### src/rtl/can_fc_pkg.sv
package can_fc_pkg;
  typedef enum logic [2:0] {
    EK_BIT   = 3'd0,
    EK_STUFF = 3'd1,
    EK_FORM  = 3'd2,
    EK_CRC   = 3'd3,
    EK_ACK   = 3'd4
  } err_kind_e;
endpackage

### src/rtl/can_fc_sat_ctr.sv
module can_fc_sat_ctr #(
  parameter int W  = 9,
  parameter int IW = 4
) (
  input  logic          clk,
  input  logic          rst,
  input  logic          clr,
  input  logic          inc_en,
  input  logic [IW-1:0] inc_amt,
  input  logic          dec_en,
  input  logic          load_en,
  input  logic [W-1:0]  load_val,
  output logic [W-1:0]  cnt
);
  localparam logic [W-1:0] MAXV = {W{1'b1}};

  logic [W:0] sum;
  assign sum = {1'b0, cnt} + (W+1)'(inc_amt);

  always_ff @(posedge clk) begin
    if (rst || clr) begin
      cnt <= '0;
    end else if (inc_en) begin
      cnt <= sum[W] ? MAXV : sum[W-1:0];
    end else if (load_en) begin
      cnt <= load_val;
    end else if (dec_en && cnt != '0) begin
      cnt <= cnt - 1'b1;
    end
  end
endmodule

### src/rtl/can_fc_event_decode.sv
module can_fc_event_decode
  import can_fc_pkg::*;
#(
  parameter int IW          = 4,
  parameter int TX_PEN      = 8,
  parameter int RX_FLAG_PEN = 8,
  parameter int RX_PEN      = 1
) (
  input  logic          err_pulse,
  input  logic [2:0]    err_kind,
  input  logic          err_as_tx,
  input  logic          err_in_flag,
  input  logic          tx_ok,
  input  logic          rx_ok,
  input  logic          recov_done,
  input  logic          bus_off,
  input  logic          rec_high,
  output logic          tec_inc,
  output logic [IW-1:0] tec_amt,
  output logic          tec_dec,
  output logic          rec_inc,
  output logic [IW-1:0] rec_amt,
  output logic          rec_dec,
  output logic          rec_load,
  output logic          clr_all
);
  logic live;
  logic flag_bit_err;

  always_comb begin
    live         = !bus_off;
    flag_bit_err = err_in_flag && (err_kind_e'(err_kind) == EK_BIT);
    tec_inc      = live && err_pulse && err_as_tx;
    tec_amt      = IW'(TX_PEN);
    rec_inc      = live && err_pulse && !err_as_tx;
    rec_amt      = flag_bit_err ? IW'(RX_FLAG_PEN) : IW'(RX_PEN);
    tec_dec      = live && !err_pulse && tx_ok;
    rec_load     = live && !err_pulse && rx_ok && rec_high;
    rec_dec      = live && !err_pulse && rx_ok && !rec_high;
    clr_all      = bus_off && recov_done;
  end
endmodule

### src/rtl/can_fc_state_decode.sv
module can_fc_state_decode #(
  parameter int W           = 9,
  parameter int PASSIVE_LIM = 127,
  parameter int BUSOFF_LIM  = 255
) (
  input  logic [W-1:0] tec,
  input  logic [W-1:0] rec,
  output logic         rec_high,
  output logic         st_active,
  output logic         st_passive,
  output logic         st_bus_off
);
  localparam logic [W-1:0] P_LIM = W'(PASSIVE_LIM);
  localparam logic [W-1:0] B_LIM = W'(BUSOFF_LIM);

  always_comb begin
    rec_high   = rec > P_LIM;
    st_bus_off = tec > B_LIM;
    st_active  = (tec <= P_LIM) && (rec <= P_LIM);
    st_passive = !st_active && !st_bus_off;
  end
endmodule

### src/rtl/can_fault_conf.sv
module can_fault_conf #(
  parameter int CNT_W       = 9,
  parameter int PEN_W       = 4,
  parameter int PASSIVE_LIM = 127,
  parameter int BUSOFF_LIM  = 255,
  parameter int TX_PEN      = 8,
  parameter int RX_FLAG_PEN = 8,
  parameter int RX_PEN      = 1,
  parameter int RX_REENTRY  = 120
) (
  input  logic             clk,
  input  logic             rst,
  input  logic             err_pulse,
  input  logic [2:0]       err_kind,
  input  logic             err_as_tx,
  input  logic             err_in_flag,
  input  logic             tx_ok,
  input  logic             rx_ok,
  input  logic             recov_done,
  output logic [CNT_W-1:0] tec,
  output logic [CNT_W-1:0] rec,
  output logic             st_active,
  output logic             st_passive,
  output logic             st_bus_off
);
  localparam logic [CNT_W-1:0] REENTRY_V = CNT_W'(RX_REENTRY);

  logic             tec_inc, tec_dec, rec_inc, rec_dec, rec_load, clr_all;
  logic [PEN_W-1:0] tec_amt, rec_amt;
  logic             rec_high;

  can_fc_state_decode #(
    .W(CNT_W), .PASSIVE_LIM(PASSIVE_LIM), .BUSOFF_LIM(BUSOFF_LIM)
  ) u_state (
    .tec(tec), .rec(rec), .rec_high(rec_high),
    .st_active(st_active), .st_passive(st_passive), .st_bus_off(st_bus_off)
  );

  can_fc_event_decode #(
    .IW(PEN_W), .TX_PEN(TX_PEN), .RX_FLAG_PEN(RX_FLAG_PEN), .RX_PEN(RX_PEN)
  ) u_evt (
    .err_pulse(err_pulse), .err_kind(err_kind), .err_as_tx(err_as_tx),
    .err_in_flag(err_in_flag), .tx_ok(tx_ok), .rx_ok(rx_ok),
    .recov_done(recov_done), .bus_off(st_bus_off), .rec_high(rec_high),
    .tec_inc(tec_inc), .tec_amt(tec_amt), .tec_dec(tec_dec),
    .rec_inc(rec_inc), .rec_amt(rec_amt), .rec_dec(rec_dec),
    .rec_load(rec_load), .clr_all(clr_all)
  );

  can_fc_sat_ctr #(.W(CNT_W), .IW(PEN_W)) u_tec (
    .clk(clk), .rst(rst), .clr(clr_all),
    .inc_en(tec_inc), .inc_amt(tec_amt), .dec_en(tec_dec),
    .load_en(1'b0), .load_val('0), .cnt(tec)
  );

  can_fc_sat_ctr #(.W(CNT_W), .IW(PEN_W)) u_rec (
    .clk(clk), .rst(rst), .clr(clr_all),
    .inc_en(rec_inc), .inc_amt(rec_amt), .dec_en(rec_dec),
    .load_en(rec_load), .load_val(REENTRY_V), .cnt(rec)
  );
endmodule

### config.mk
export PLATFORM = sky130hd
export DESIGN_NAME = can_fault_conf
export DESIGN_NICKNAME = d
export VERILOG_FILES = /design/src/rtl/can_fc_pkg.sv /design/src/rtl/can_fc_sat_ctr.sv /design/src/rtl/can_fc_event_decode.sv /design/src/rtl/can_fc_state_decode.sv /design/src/rtl/can_fault_conf.sv
export SDC_FILE = /design/constraint.sdc
export NUM_CORES = 1
export LEC_CHECK = 0
export BUFFER_PORTS_ARGS = -buffer_cell sky130_fd_sc_hd__buf_2
export CAP_MARGIN = 20
export CORE_AREA = 2 2 96 61
export DETAILED_ROUTE_END_ITERATION = 8
export DIE_AREA = 0 0 98 63
export GPL_TIMING_DRIVEN = 1
export SETUP_SLACK_MARGIN = 0.05
export SLEW_MARGIN = 10
export SYNTH_ARGS = -nofsm -noshare
export SYNTH_HDL_FRONTEND = slang
export SYNTH_SLANG_ARGS = --single-unit
### constraint.sdc
create_clock -name clk -period 5.62 [get_ports clk]
set_input_delay 1.124 -clock clk [delete_from_list [all_inputs] [get_ports clk]]
set_output_delay 1.124 -clock clk [all_outputs]
set_load 0.02 [all_outputs]
* Yosys cells after proc, flatten, opt, wreduce, memory -nomap -nowiden
Index checks and enable logic that the tools add are counted.
Cells by class: reductions and logical operators 25, add/sub/neg operators 4, $lt $le $gt $ge 4, muxes and demuxes 8
Operators with widths (number):
- $mux W9 | 7
- $le A9 B7 Y1 const B | 2
- $reduce_bool A9 Y1 | 2
- $sub A9 B1 Y9 const B | 2
- $logic_and A1 B1 Y1 | 14
- $add A9 B4 Y10 | 1
- $add A9 B4 Y10 const B | 1
- $gt A9 B7 Y1 const B | 1
- $gt A9 B8 Y1 const B | 1
- $logic_not A1 Y1 | 5
- $mux W4 | 1
- $logic_not A3 Y1 | 1
- $reduce_bool A3 Y1 | 1
- $reduce_bool A2 Y1 | 1
- $logic_or A1 B1 Y1 | 1
Storage, ports and cells: logic and storage cells 43, output and inout port bits 21, register bits 18

* Depth between registers and ports, before layout
Gate-level depths: netlist of run 1.
depth in word-level cells 9, gate-level depth with buffers 9, mapped depth without buffers 8

* Hierarchy
Synthesis of run 1 repeated with hierarchy kept, for this count alone.
Second synthesis, totals: cells, all modules 281, area total of the unflattened synthesis 2117.0 µm²
Modules (own cells, without submodules):
- can_fc_sat_ctr (u_tec) | cells each 130, seq. area each 180.2 µm², area each 979.7 µm², instances 1
- can_fc_sat_ctr (u_rec) | cells each 127, seq. area each 180.2 µm², area each 970.9 µm², instances 1
- can_fc_event_decode | cells each 17, seq. area each 0.0 µm², area each 127.6 µm², instances 1
- can_fc_state_decode | cells each 5, seq. area each 0.0 µm², area each 31.3 µm², instances 1
- can_fault_conf | cells each 2, seq. area each 0.0 µm², area each 7.5 µm², instances 1

* Worst setup path after synthesis of run 1
Ideal clock, no wire load.
kind input to register, from input port err_kind[1], to register u_rec.cnt[6], cell stages on the path 8, arrival 3.057 ns, setup slack 2.445 ns, buffers on the path 0, cell sequence or4b_2 inv_1 ha_1 a41o_1 nand3_1 nand4_1 a2bb2oi_1 o221a_2
Between the ends: cells in the longest elaborated chain, start to end 6
RTL lines:
- from (decl) | RTL line can_fault_conf.sv:14 | input logic [2:0] err_kind,
- $logic_not A3 Y1 | RTL line can_fc_event_decode.sv:32 | flag_bit_err = err_in_flag && (err_kind_e'(err_kind) == EK_BIT);
- $logic_and A1 B1 Y1 | RTL line can_fc_event_decode.sv:32
- $mux W4 | RTL line can_fc_event_decode.sv:36 | rec_amt = flag_bit_err ? IW'(RX_FLAG_PEN) : IW'(RX_PEN);
- $add A9 B4 Y10 | RTL line can_fc_sat_ctr.sv:18 | assign sum = {1'b0, cnt} + (W+1)'(inc_amt);
- $mux W9 | RTL line can_fc_sat_ctr.sv:24 | cnt <= sum[W] ? MAXV : sum[W-1:0];
- $mux W9 | RTL line can_fc_sat_ctr.sv:23 | end else if (inc_en) begin
- to (signal assigned) | RTL line can_fc_sat_ctr.sv:24
- to (signal assigned) | RTL line can_fc_sat_ctr.sv:26 | cnt <= load_val;
- to (signal assigned) | RTL line can_fc_sat_ctr.sv:28 | cnt <= cnt - 1'b1;
- to (decl) | RTL line can_fc_sat_ctr.sv:13 | output logic [W-1:0] cnt
No other way between the ends. A chain may end at the register's enable or synchronous reset.

* Worst setup path after layout of run 1
from register u_tec.cnt[4], to output port st_passive
Between the ends: cells in the longest elaborated chain, start to end 4, elaborated cells on any way between the ends 6, those cells by class order compare (2); reduce/logical (4)
RTL lines:
- from (decl) | RTL line can_fc_sat_ctr.sv:13
- from (signal assigned) | RTL line can_fc_sat_ctr.sv:24
- from (signal assigned) | RTL line can_fc_sat_ctr.sv:26
- from (signal assigned) | RTL line can_fc_sat_ctr.sv:28
- $le A9 B7 Y1 | RTL line can_fc_state_decode.sv:19 | st_active = (tec <= P_LIM) && (rec <= P_LIM);
- $logic_and A1 B1 Y1 | RTL line can_fc_state_decode.sv:19
- $logic_not A1 Y1 | RTL line can_fc_state_decode.sv:20 | st_passive = !st_active && !st_bus_off;
- $logic_and A1 B1 Y1 (*) | RTL line can_fc_state_decode.sv:20
- to (decl) | RTL line can_fault_conf.sv:23 | output logic st_passive,
Every way passes the cells marked *; elsewhere a longest branch is shown, timed or not.

==> results of run 1 <==
per-layer routing:
metal | part of all wire [%] | global-route usage [%] | up-vias
li1 | - | - | 834
met1 | 49 | 24.23 | 786
met2 | 41 | 20.21 | 83
met3 | 9.4 | 3.579 | 4
met4 | 0.67 | 2.951 | 0
met5 | 0 | 0 | -
worst min-delay path: stages (launching register included):
cell and delay [ns]:
dfxtp_1 0.36, nand2_1 0.08, a21oi_1 0.06
final timing paths:
| path | startpoint | to |
|---|---|---|
| max | u_tec.cnt[4]$_SDFFE_PP0P_ | st_passive |
| min | u_tec.cnt[1]$_SDFFE_PP0P_ | u_tec.cnt[1]$_SDFFE_PP0P_ |
| max reg2reg | u_tec.cnt[4]$_SDFFE_PP0P_ | u_tec.cnt[5]$_SDFFE_PP0P_ |
| min reg2reg | u_tec.cnt[1]$_SDFFE_PP0P_ | u_tec.cnt[1]$_SDFFE_PP0P_ |
flip-flops by register name (all words and copies together), names as in the netlist:
| register | flops |
|---|---|
| u_rec.cnt | 9 |
| u_tec.cnt | 9 |
synthesized netlist by cell type, drive strengths merged (2+ instances only):
cell / instances
dfxtp: 18
a21oi: 13
inv: 13
nand2: 13
nand3: 13
nor3: 13
o21ai: 13
ha: 11
nor2: 11
buf: 10
nand4: 7
and3: 6
and2: 5
or3: 5
a31oi: 4
a41oi: 4
nand2b: 4
xor2: 4
a41o: 3
nor2b: 3
xnor2: 3
a211oi: 2
a31o: 2
nor3b: 2
nor4: 2
o21a: 2
o22ai: 2
where the power goes:
group	switching, mW	total, mW	internal (mW)
Sequential	0.133	0.314	0.181
Combinational	0.439	0.769	0.330
Clock	0.0492	0.112	0.0625
final cells by class:
cell class	instances	area [sq um]	share of cell area, %
sequential	18	360.3	18.89
clock buffer	4	55.05	2.885
timing repair buffer	31	155.1	8.131
inverter	13	51.30	2.689
tap	69	86.33	4.525
multi-input combinational	168	1200	62.89
logic make-up after synthesis:
family | count (synthesis) | share of synthesized area (%)
AOI/OAI and AO/OA | 57 | 26.11
xor gates and xnor gates | 7 | 3.614
adders and majority gates | 11 | 8.112
buffers and inverters | 24 | 8.038
DFF | 18 | 21.24
muxes | 2 | 1.254
and+or+nand+nor | 91 | 31.64
==> results.md, run 1 <==
- Status: completed
- Design area: 1908 sq um
- CP startpoint kind: flip-flop
- Detailed Place HPWL: 3.516 mm
- Ranking of synthesized cells by area: dfxtp_1, ha_1, a21oi_1
- Period Utilization, post-route: 57.20%
- Worst slack, placed: 2.221 ns
- DRC Markers: 0
- Asr flop ratio synth: 0%
- Critical Path Stages: 6
- Total Power: 1.195 mW
- Seq/Total Area, Yosys: 21.24%
- Filler cells: 554
- Synthesized instance count: 210
- Num CTS Buffers: 3
- Antenna violations before repair: 0
- Grt ovf: 0
- Post-layout util: 35.77%
- Synth Flop Type: dfxtp_1
- Unrepaired setup endpoints after global routing: no
- Clk sinks: 18
- Cell area after synthesis: 1697 sq um
- Worst min-delay path class: flip-flop to flip-flop
- DR WL/cell: 15.34 um
- First-pass GRT wire length: 7.562 mm
- Max clock buf depth: 2
- Worst Path Required: 4.50 ns
- Max incr delay on CP: 0.53 ns
- Share of cells above drive strength 1: 24.36%
- I/O pins: 32
- Root buf cell: clkbuf_8
- Port bufs: 31
- Rows: 21
- Final setup viols: 0
- Static Leak: 0.8171 nW
- Largest net degree at the start of global routing: 18
- Setup slack, reg-to-reg: 2.96 ns
- R2R depth: 7
- Placed cells: 299
- Vias per inst: 5.634
- Worst setup EP type: output pin
- Tightest Pin Transition: 0.6405 ns
- Buffers & Inverters on Critical Path: 2
- Most frequent cells in the layout: buf_2, dfxtp_1, nand2_1
- Die ar.: 6174 sq um
- GPL Wtd Cong: 0.8965
- Worst Hold Path Cells: 2
- Syn_nets: 232
- CTS clk-pin slew, worst paths: 0.08 ns
- Fin Hold WS: 0.5409 ns
- Clk_lat worst skew: 0.27 ns
- TritonCTS clock tree: yes
- Final Net Count: 257
- Fmax: 311.1 MHz
- Cell Area, Placed: 1853 sq um
- Minimum clock period: 3.215 ns
- Ant diodes: 0
- Drt first-iter violations: 163
- TritonRoute pass-1 iters: 5
- DRT antenna net count: 0
- Critical path, cell by cell: ha_1 -> and3_1 -> a41oi_4 -> inv_4 -> nor2_1 -> buf_2
- Yosys top cell area share: 21.24%
- Starting density of the core: 31.81%
- Power per cell area: 626.1 nW/um^2
- Commonest non-fill, non-tap cell in the layout: buf_2
- Yosys reg bits: 18
- GRT Util Overall: 15.22%
- EDFF count, synth: 0
- Worst slew margin: 56.92%
- Max Cap Viol: 0
- Peak fanout along the critical path: 17
- Hold-fix buffers at CTS: 0
- Post-route insts no fill: 303
- Cell taking the most area after synthesis: dfxtp_1
- Die X: 98 um
- Area delta synth->final: 12.46%
- Synth cell types: 62
- Post-Route WL: 4.647 mm
- Final setup margin: 2.405 ns
- Yosys warns: 0
- Core Area: 5334 sq um
- Crit path kind: flip-flop to output pin
- Vias in the first global route: 1478
- Final hold violation count: 0
- H-tree levels: 1
- Die H: 63 um
- Maximum vdd drop: 161.5 uV
- Crit path DAT: 2.09 ns
- Max-slew violations: 0
- Number of vias in the routed layout: 1707
- Final setup TNS: 0 ns
- Mean Syn Cell Area: 8.079 sq um
- CP delay by family, top: flip-flops
- Fin Clk Skew: 0.004859 ns
- Post-CTS setup buffer count: 0
- Resized Gates After CTS: 0
- Slowest cell on crit path: dfxtp_1
(Power assumes the default switching activity.)
==> run 2: changes to the inputs <==
ABC_AREA = 1   (was unset)
CORE_AREA = 2 2 98 62   (was 2 2 96 61)
DIE_AREA = 0 0 100 64   (was 0 0 98 63)
clock period = 3.3 ns   (was 5.62 ns; I/O delays follow)
==> run 2 against run 1 <==
Synthesized cell count up 23%; sequential share of layout area down 0.93 points; clock-buffer cell count down 1; final cell count up 18%.
==> results.md, run 2 <==
- Largest net degree at the start of global routing: 16 (-2)
- Worst setup EP type: output pin
- Die H: 64 um (+1.6%)
- Grt ovf: 0 (unchanged)
- Setup slack, reg-to-reg: 1.09 ns (-1.87 ns)
- CP startpoint kind: flip-flop
- Rows: 21 (unchanged)
- Power per cell area: 696.1 nW/um^2 (+11%)
- Yosys warns: 0 (unchanged)
- Num CTS Buffers: 3 (unchanged)
- Flop pwr share: 28.1% (+1.8 points)
- Hold path startpoint: u_rec.cnt[6]$_SDFFE_PP0P_
- Commonest non-fill, non-tap cell in the layout: nand2_1
- Hold Path End: u_rec.cnt[6]$_SDFFE_PP0P_
- Antenna violations before repair: 0 (unchanged)
- Design area: 2007 sq um (+5.2%)
- Asr flop ratio synth: 0% (unchanged)
- Crit path DAT: 1.91 ns (-0.18 ns)
- Max-slew violations: 0 (unchanged)
- R2R depth: 9 (+2)
- Worst slew margin: 64.08% (+7.2 points)
- Resized Gates After CTS: 0 (unchanged)
- RR Endpoint: u_rec.cnt[4]$_SDFFE_PP0P_
- Number of vias in the routed layout: 1709 (+0.12%)
- Cell with the most instances after synthesis: nand2_1
- Int Pwr: 669.1 uW (+17%)
- DRC Markers: 0 (unchanged)
- DRT antenna net count: 0 (unchanged)
- CTS clk-pin slew, worst paths: 0.06 ns (-0.02 ns)
- Die X: 100 um (+2.0%)
- Worst Path Required: 2.64 ns (-1.86 ns)
- Yosys reg bits: 18 (unchanged)
- Switching power: 728.0 uW (+17%)
- Cell area after synthesis: 1773 sq um (+4.5%)
- Mean Syn Cell Area: 6.845 sq um (-15%)
- Comb power frac: 61.1% (-3.3 points)
- Vias per inst: 4.787 (-15%)
- Maximum vdd drop: 187.7 uV (+16%)
- Root buf cell: clkbuf_8
- Worst Hold Path Cells: 2 (unchanged)
- Max Cap Viol: 0 (unchanged)
- Fin Clk Skew: 0.002062 ns (-0.002798 ns)
- Ranking of synthesized cells by area: dfxtp_1, nand2_1, nand3_1
- Hold-fix buffers at CTS: 0 (unchanged)
- Die ar.: 6400 sq um (+3.7%)
- GRT Util Overall: 14.97% (-0.25 points)
- Biggest regs: u_rec.cnt x9, u_tec.cnt x9
- Tightest Pin Transition: 0.5252 ns (-0.1153 ns)
- EDFF count, synth: 0 (unchanged)
- Switching Fraction: 52.11% (+0.12 points)
- Clock power share: 10.8% (+1.4 points)
- Most frequent cells in the layout: nand2_1, nor2_1, buf_2, inv_1, nand3_1
- Peak fanout along the critical path: 8 (-9)
- Cell taking the most area after synthesis: dfxtp_1
- First-pass GRT wire length: 7.714 mm (+2.0%)
- Seq/Total Area, Yosys: 20.32% (-0.91 points)
- Syn_nets: 281 (+21%)
- TritonCTS clock tree: yes
- Vias in the first global route: 1495 (+1.2%)
- Period Utilization, post-route: 77.85%
- GPL Wtd Cong: 0.8268 (-7.8%)
- Crit path kind: flip-flop to output pin
- Final setup TNS: 0 ns (unchanged)
- Fmax: 389.3 MHz
- Filler cells: 613 (+11%)
- Post-CTS setup buffer count: 0 (unchanged)
- Post-synth top cells: nand2_1, nor2_1, inv_1
- Synthesized instance count: 259 (+23%)
- Unrepaired setup endpoints after global routing: no
- TritonRoute pass-1 iters: 4 (-1)
- Clk sinks: 18 (unchanged)
- Minimum clock period: 2.569 ns
- Worst min-delay path class: flip-flop to flip-flop
- Drt first-iter violations: 120 (-26%)
- Synth Flop Type: dfxtp_1
- Final setup viols: 0 (unchanged)
- Reg-to-Reg Start: u_tec.cnt[3]$_SDFFE_PP0P_
- Ant diodes: 0 (unchanged)
- Area delta synth->final: 13.20%
- Status: completed
- Yosys top cell area share: 20.32% (-0.91 points)
- Detailed Place HPWL: 3.659 mm (+4.1%)
- H-tree levels: 1 (unchanged)
- Clk_lat worst skew: 0.25 ns (-0.02 ns)
- Static Leak: 0.9922 nW (+21%)
- Cell Area, Placed: 1966 sq um (+6.1%)
- DR WL/cell: 12.72 um (-17%)
- Post-Route WL: 4.542 mm (-2.3%)
- Starting density of the core: 32.44% (+0.63 points)
- Share of cells above drive strength 1: 21.53% (-2.8 points)
- Final Net Count: 312 (+21%)
- Final hold violation count: 0 (unchanged)
- Synth cell types: 35 (-44%)
- Max clock buf depth: 2 (unchanged)
- Total Power: 1.397 mW (+17%)
- Core Area: 5465 sq um (+2.5%)
- I/O pins: 32 (unchanged)
- Port bufs: 31 (unchanged)
[run 2: changes by cell type in the layout (fill, tap and decap cells not counted), sizes merged, moves of 5 or more]
cell    delta
nand2     +36
nor2      +24
inv       +22
nand3     +20
xor2       +7
and3       -6
nor3       -5
o21bai     +5
or3        -5
[run 2: area by class of cell]
| type | instances | area, sq um | share of cell area, % |
|---|---|---|---|
| repair buffers | 31 | 155.1 | 7.731 |
| flip-flops and latches | 18 | 360.3 | 17.96 |
| multi-input cells | 199 | 1220 | 60.79 |
| inverters | 37 | 143.9 | 7.170 |
| clock buffers | 3 | 41.29 | 2.057 |
| well taps | 69 | 86.33 | 4.302 |
[run 2: layer usage]
metal	routed length, um	vias to the layer above	global-route usage, %
li1	-	913	-
met1	2395	744	23.99
met2	1756	50	19.34
met3	357	2	3.939
met4	31	0	2.911
met5	0	-	0
[run 2: stage by stage]
step / std cells / utilization, % / hold WS (ns) / worst slack [ns]
finish: 357 / 36.72 / 0.5951 / 0.7311
global route: 357 / 36.72 / 0.6527 / 0.5179
CTS: 357 / 36.72 / 0.5925 / 0.7175
detailed placement: 354 / 35.97 / 0.5834 / 0.8929
global placement: 354 / 35.97 / 0.5982 / 0.9717
floorplan: 259 / - / 0.6374 / 0.1967
[run 2: power by group through the flow]
stage | combinational, mW | sequential, mW | clock [mW]
finish | 0.854 | 0.393 | 0.151
global route | 0.964 | 0.409 | 0.167
CTS | 0.850 | 0.394 | 0.161
detailed placement | 0.847 | 0.398 | 0
global placement | 0.836 | 0.400 | 0
floorplan | 0.618 | 0.422 | 0
[run 2: how the worst max path moves through the flow]
stage | startpoint | to | slack, ns | cells after the start
after floorplan | u_tec.cnt[1]$_SDFFE_PP0P_ | st_passive | 0.20 | 4
after global placement | err_kind[1] | u_rec.cnt[6]$_SDFFE_PP0P_ | 0.97 | 13
after detailed placement | err_kind[1] | u_rec.cnt[8]$_SDFFE_PP0P_ | 0.89 | 15
after CTS | u_tec.cnt[3]$_SDFFE_PP0P_ | st_active | 0.72 | 5
after global routing | u_tec.cnt[3]$_SDFFE_PP0P_ | st_active | 0.52 | 5
final | u_tec.cnt[3]$_SDFFE_PP0P_ | st_active | 0.73 | 5
[run 2: worst max-delay path, cell delays in order (launching register included)]
cell,delay (ns)
dfxtp_1,0.41
ha_1,0.30
nand3_4,0.13
nor2_4,0.06
a2111oi_0,0.50
buf_2,0.27
[run 2: kinds of logic (layout without fill, tap and decap cells)]
group | after synthesis | count (layout) | share of synthesized area, %
AO/OA/AOI/OAI | 34 | 34 | 11.57
XOR/XNOR | 14 | 14 | 6.916
adder cells (fa/ha/maj) | 11 | 11 | 7.763
buffers and inverters | 42 | 71 | 10.87
flip-flops | 18 | 18 | 20.32
AND/OR/NAND/NOR | 140 | 140 | 42.55
==> run 3: changes to the inputs <==
clock period = 2.6 ns   (was 3.3 ns; I/O delays follow)
==> run 3 against run 2 <==
Sequential power is 24% higher; via count is 0.53% higher; clock skew is 0.0044 ns higher; clock-buffer cell count stayed put; global-route usage is 0.24 points lower; non-clock buffer count is 2 higher; worst hold slack better by 0.0022 ns; largest cell class unchanged; largest power group unchanged.
==> results.md, run 3 (synthesis gave the netlist of run 2 again) <==
- I/O pins: 32 (unchanged)
- CTS clk-pin slew, worst paths: 0.07 ns (about the same)
- Share of cells above drive strength 1: 22.41% (+0.89 points)
- Most frequent cells in the layout: nand2_1, nor2_1, buf_2, inv_1, nand3_1
- Crit path kind: flip-flop to output pin
- Rows: 21 (unchanged)
- Fmax: 420.5 MHz
- Reg-to-Reg Start: u_tec.cnt[3]$_SDFFE_PP0P_
- TritonRoute pass-1 iters: 4 (unchanged)
- Starting density of the core: 32.44% (unchanged)
- Power per cell area: 882.4 nW/um^2 (+27%)
- Minimum clock period: 2.378 ns
- First-pass GRT wire length: 7.521 mm (-2.5%)
- Root buf cell: clkbuf_8
- Grt ovf: 0 (unchanged)
- Die H: 64 um (unchanged)
- Resized Gates After CTS: 0 (unchanged)
- Hold path startpoint: tx_ok
- Max incr delay on CP: 0.50 ns (about the same)
- Hold Path End: u_tec.cnt[0]$_SDFFE_PP0P_
- Slowest cell on crit path: dfxtp_1
- Core Area: 5465 sq um (unchanged)
- Peak fanout along the critical path: 8 (unchanged)
- Worst Hold Path Cells: 3 (+1)
- DRC Markers: 0 (unchanged)
- Number of vias in the routed layout: 1718 (+0.53%)
- Largest net degree at the start of global routing: 16 (unchanged)
- TritonCTS clock tree: yes
- DR WL/cell: 12.61 um (-0.86%)
- Final hold violation count: 0 (unchanged)
- Clk sinks: 18 (unchanged)
- Crit-path most repeated cell: nand3_4
- GPL Wtd Cong: 0.8886 (+7.5%)
- Worst Path Required: 2.08 ns (-0.56 ns)
- Maximum vdd drop: 294.1 uV (+57%)
- Fin Clk Skew: 0.006459 ns (+0.004397 ns)
- Post-route insts no fill: 359 (+0.56%)
- Port bufs: 31 (unchanged)
- Vias in the first global route: 1436 (-3.9%)
- Worst setup EP type: output pin
- Drt first-iter violations: 156 (+30%)
- Post-Route WL: 4.528 mm (-0.31%)
- Post-CTS setup buffer count: 0 (unchanged)
- Detailed Place HPWL: 3.587 mm (-2.0%)
- Die ar.: 6400 sq um (unchanged)
- Max clock buf depth: 2 (unchanged)
- Placed cells: 356 (+0.56%)
- H-tree levels: 1 (unchanged)
- CP startpoint kind: flip-flop
- Static Leak: 1.004 nW (+1.2%)
- Critical path, cell by cell: ha_1 -> nand3_4 -> nor2_4 -> nand3_4 -> nand2_2 -> nor2_1 -> buf_2
- Final setup viols: 0 (unchanged)
- Biggest regs: u_rec.cnt x9, u_tec.cnt x9
- Antenna violations before repair: 0 (unchanged)
- R2R depth: 10 (+1)
- Max Cap Viol: 0 (unchanged)
- Max-slew violations: 0 (unchanged)
- Die X: 100 um (unchanged)
- DRT antenna net count: 0 (unchanged)
- Final Net Count: 314 (+0.64%)
- Status: completed
- Setup slack, reg-to-reg: 0.57 ns (-0.52 ns)
- Clk_lat worst skew: 0.26 ns (about the same)
- Period Utilization, post-route: 91.48%
- Worst min-delay path class: primary input to flip-flop
- Fin Hold WS: 0.5973 ns (+0.002214 ns)
- Tightest Pin Transition: 0.4236 ns (-0.1016 ns)
- GRT Util Overall: 14.73% (-0.24 points)
- RR Endpoint: u_rec.cnt[2]$_SDFFE_PP0P_
- Final setup TNS: 0 ns (unchanged)
- Crit path DAT: 1.86 ns (-0.05 ns)
- Hold-fix buffers at CTS: 0 (unchanged)
- Commonest non-fill, non-tap cell in the layout: nand2_1
- Ant diodes: 0 (unchanged)
- Area delta synth->final: 14.40%
- Num CTS Buffers: 3 (unchanged)
- Worst slew margin: 71.59% (+7.5 points)
- Unrepaired setup endpoints after global routing: no
- Vias per inst: 4.786 (about the same)
## run 3: changes by cell type in the layout (fill, tap and decap cells not counted)
cell	change
buf_4	+2
a2111oi_0	-1
a2111oi_2	+1
## run 3: worst max-delay path by stage
stage | from | to | slack (ns) | cells after the start
global placement | err_kind[1] | u_rec.cnt[6]$_SDFFE_PP0P_ | 0.40 | 13
CTS | u_tec.cnt[3]$_SDFFE_PP0P_ | st_passive | 0.19 | 7
finish | u_tec.cnt[3]$_SDFFE_PP0P_ | st_passive | 0.22 | 7
floorplan | u_tec.cnt[1]$_SDFFE_PP0P_ | st_passive | 0.29 | 4
global route | u_tec.cnt[3]$_SDFFE_PP0P_ | st_passive | 0.09 | 7
detailed placement | err_kind[1] | u_rec.cnt[6]$_SDFFE_PP0P_ | 0.36 | 13
## run 3: worst max-delay path, delay by kind of cell, from the launching register on
kind | cells | cell delay [ns]
adder cells (fa/ha/maj) | 1 | 0.30
buffers and inverters | 1 | 0.17
flip-flops | 1 | 0.50
AND/OR/NAND/NOR | 5 | 0.64
## run 3: metrics by stage
step | setup WS (ns) | util (%) | total power [mW] | cell area [sq um]
floorplan | 0.2902 | - | 1.329 | 1779
global placement | 0.3985 | 36.36 | 1.581 | 1987
detailed placement | 0.3572 | 36.36 | 1.590 | 1987
CTS | 0.1919 | 37.11 | 1.802 | 2028
global route | 0.09352 | 37.11 | 1.978 | 2028
finish | 0.2216 | 37.11 | 1.790 | 2028
## run 3: layout make-up
class / instances / area (sq um)
Clock buffer: 3 / 41.29
Inverter: 37 / 143.9
Timing Repair Buffer: 33 / 170.2
Tap cell: 69 / 86.33
Sequential cell: 18 / 360.3
Fill cell: 597 / 3437
Multi-Input combinational cell: 199 / 1226
## run 3: routing by layer
| layer | wire length, um | up-vias | GRT usage, % |
|---|---|---|---|
| li1 | - | 913 | - |
| met1 | 2575 | 763 | 25.20 |
| met2 | 1652 | 40 | 18.24 |
| met3 | 271 | 2 | 2.845 |
| met4 | 28 | 0 | 2.055 |
| met5 | 0 | - | 0 |
## run 3: report_power, final
part	switching, mW	total (mW)	internal (mW)
sequential	0.141	0.489	0.348
clock	0.102	0.206	0.103
combinational	0.685	1.09	0.410
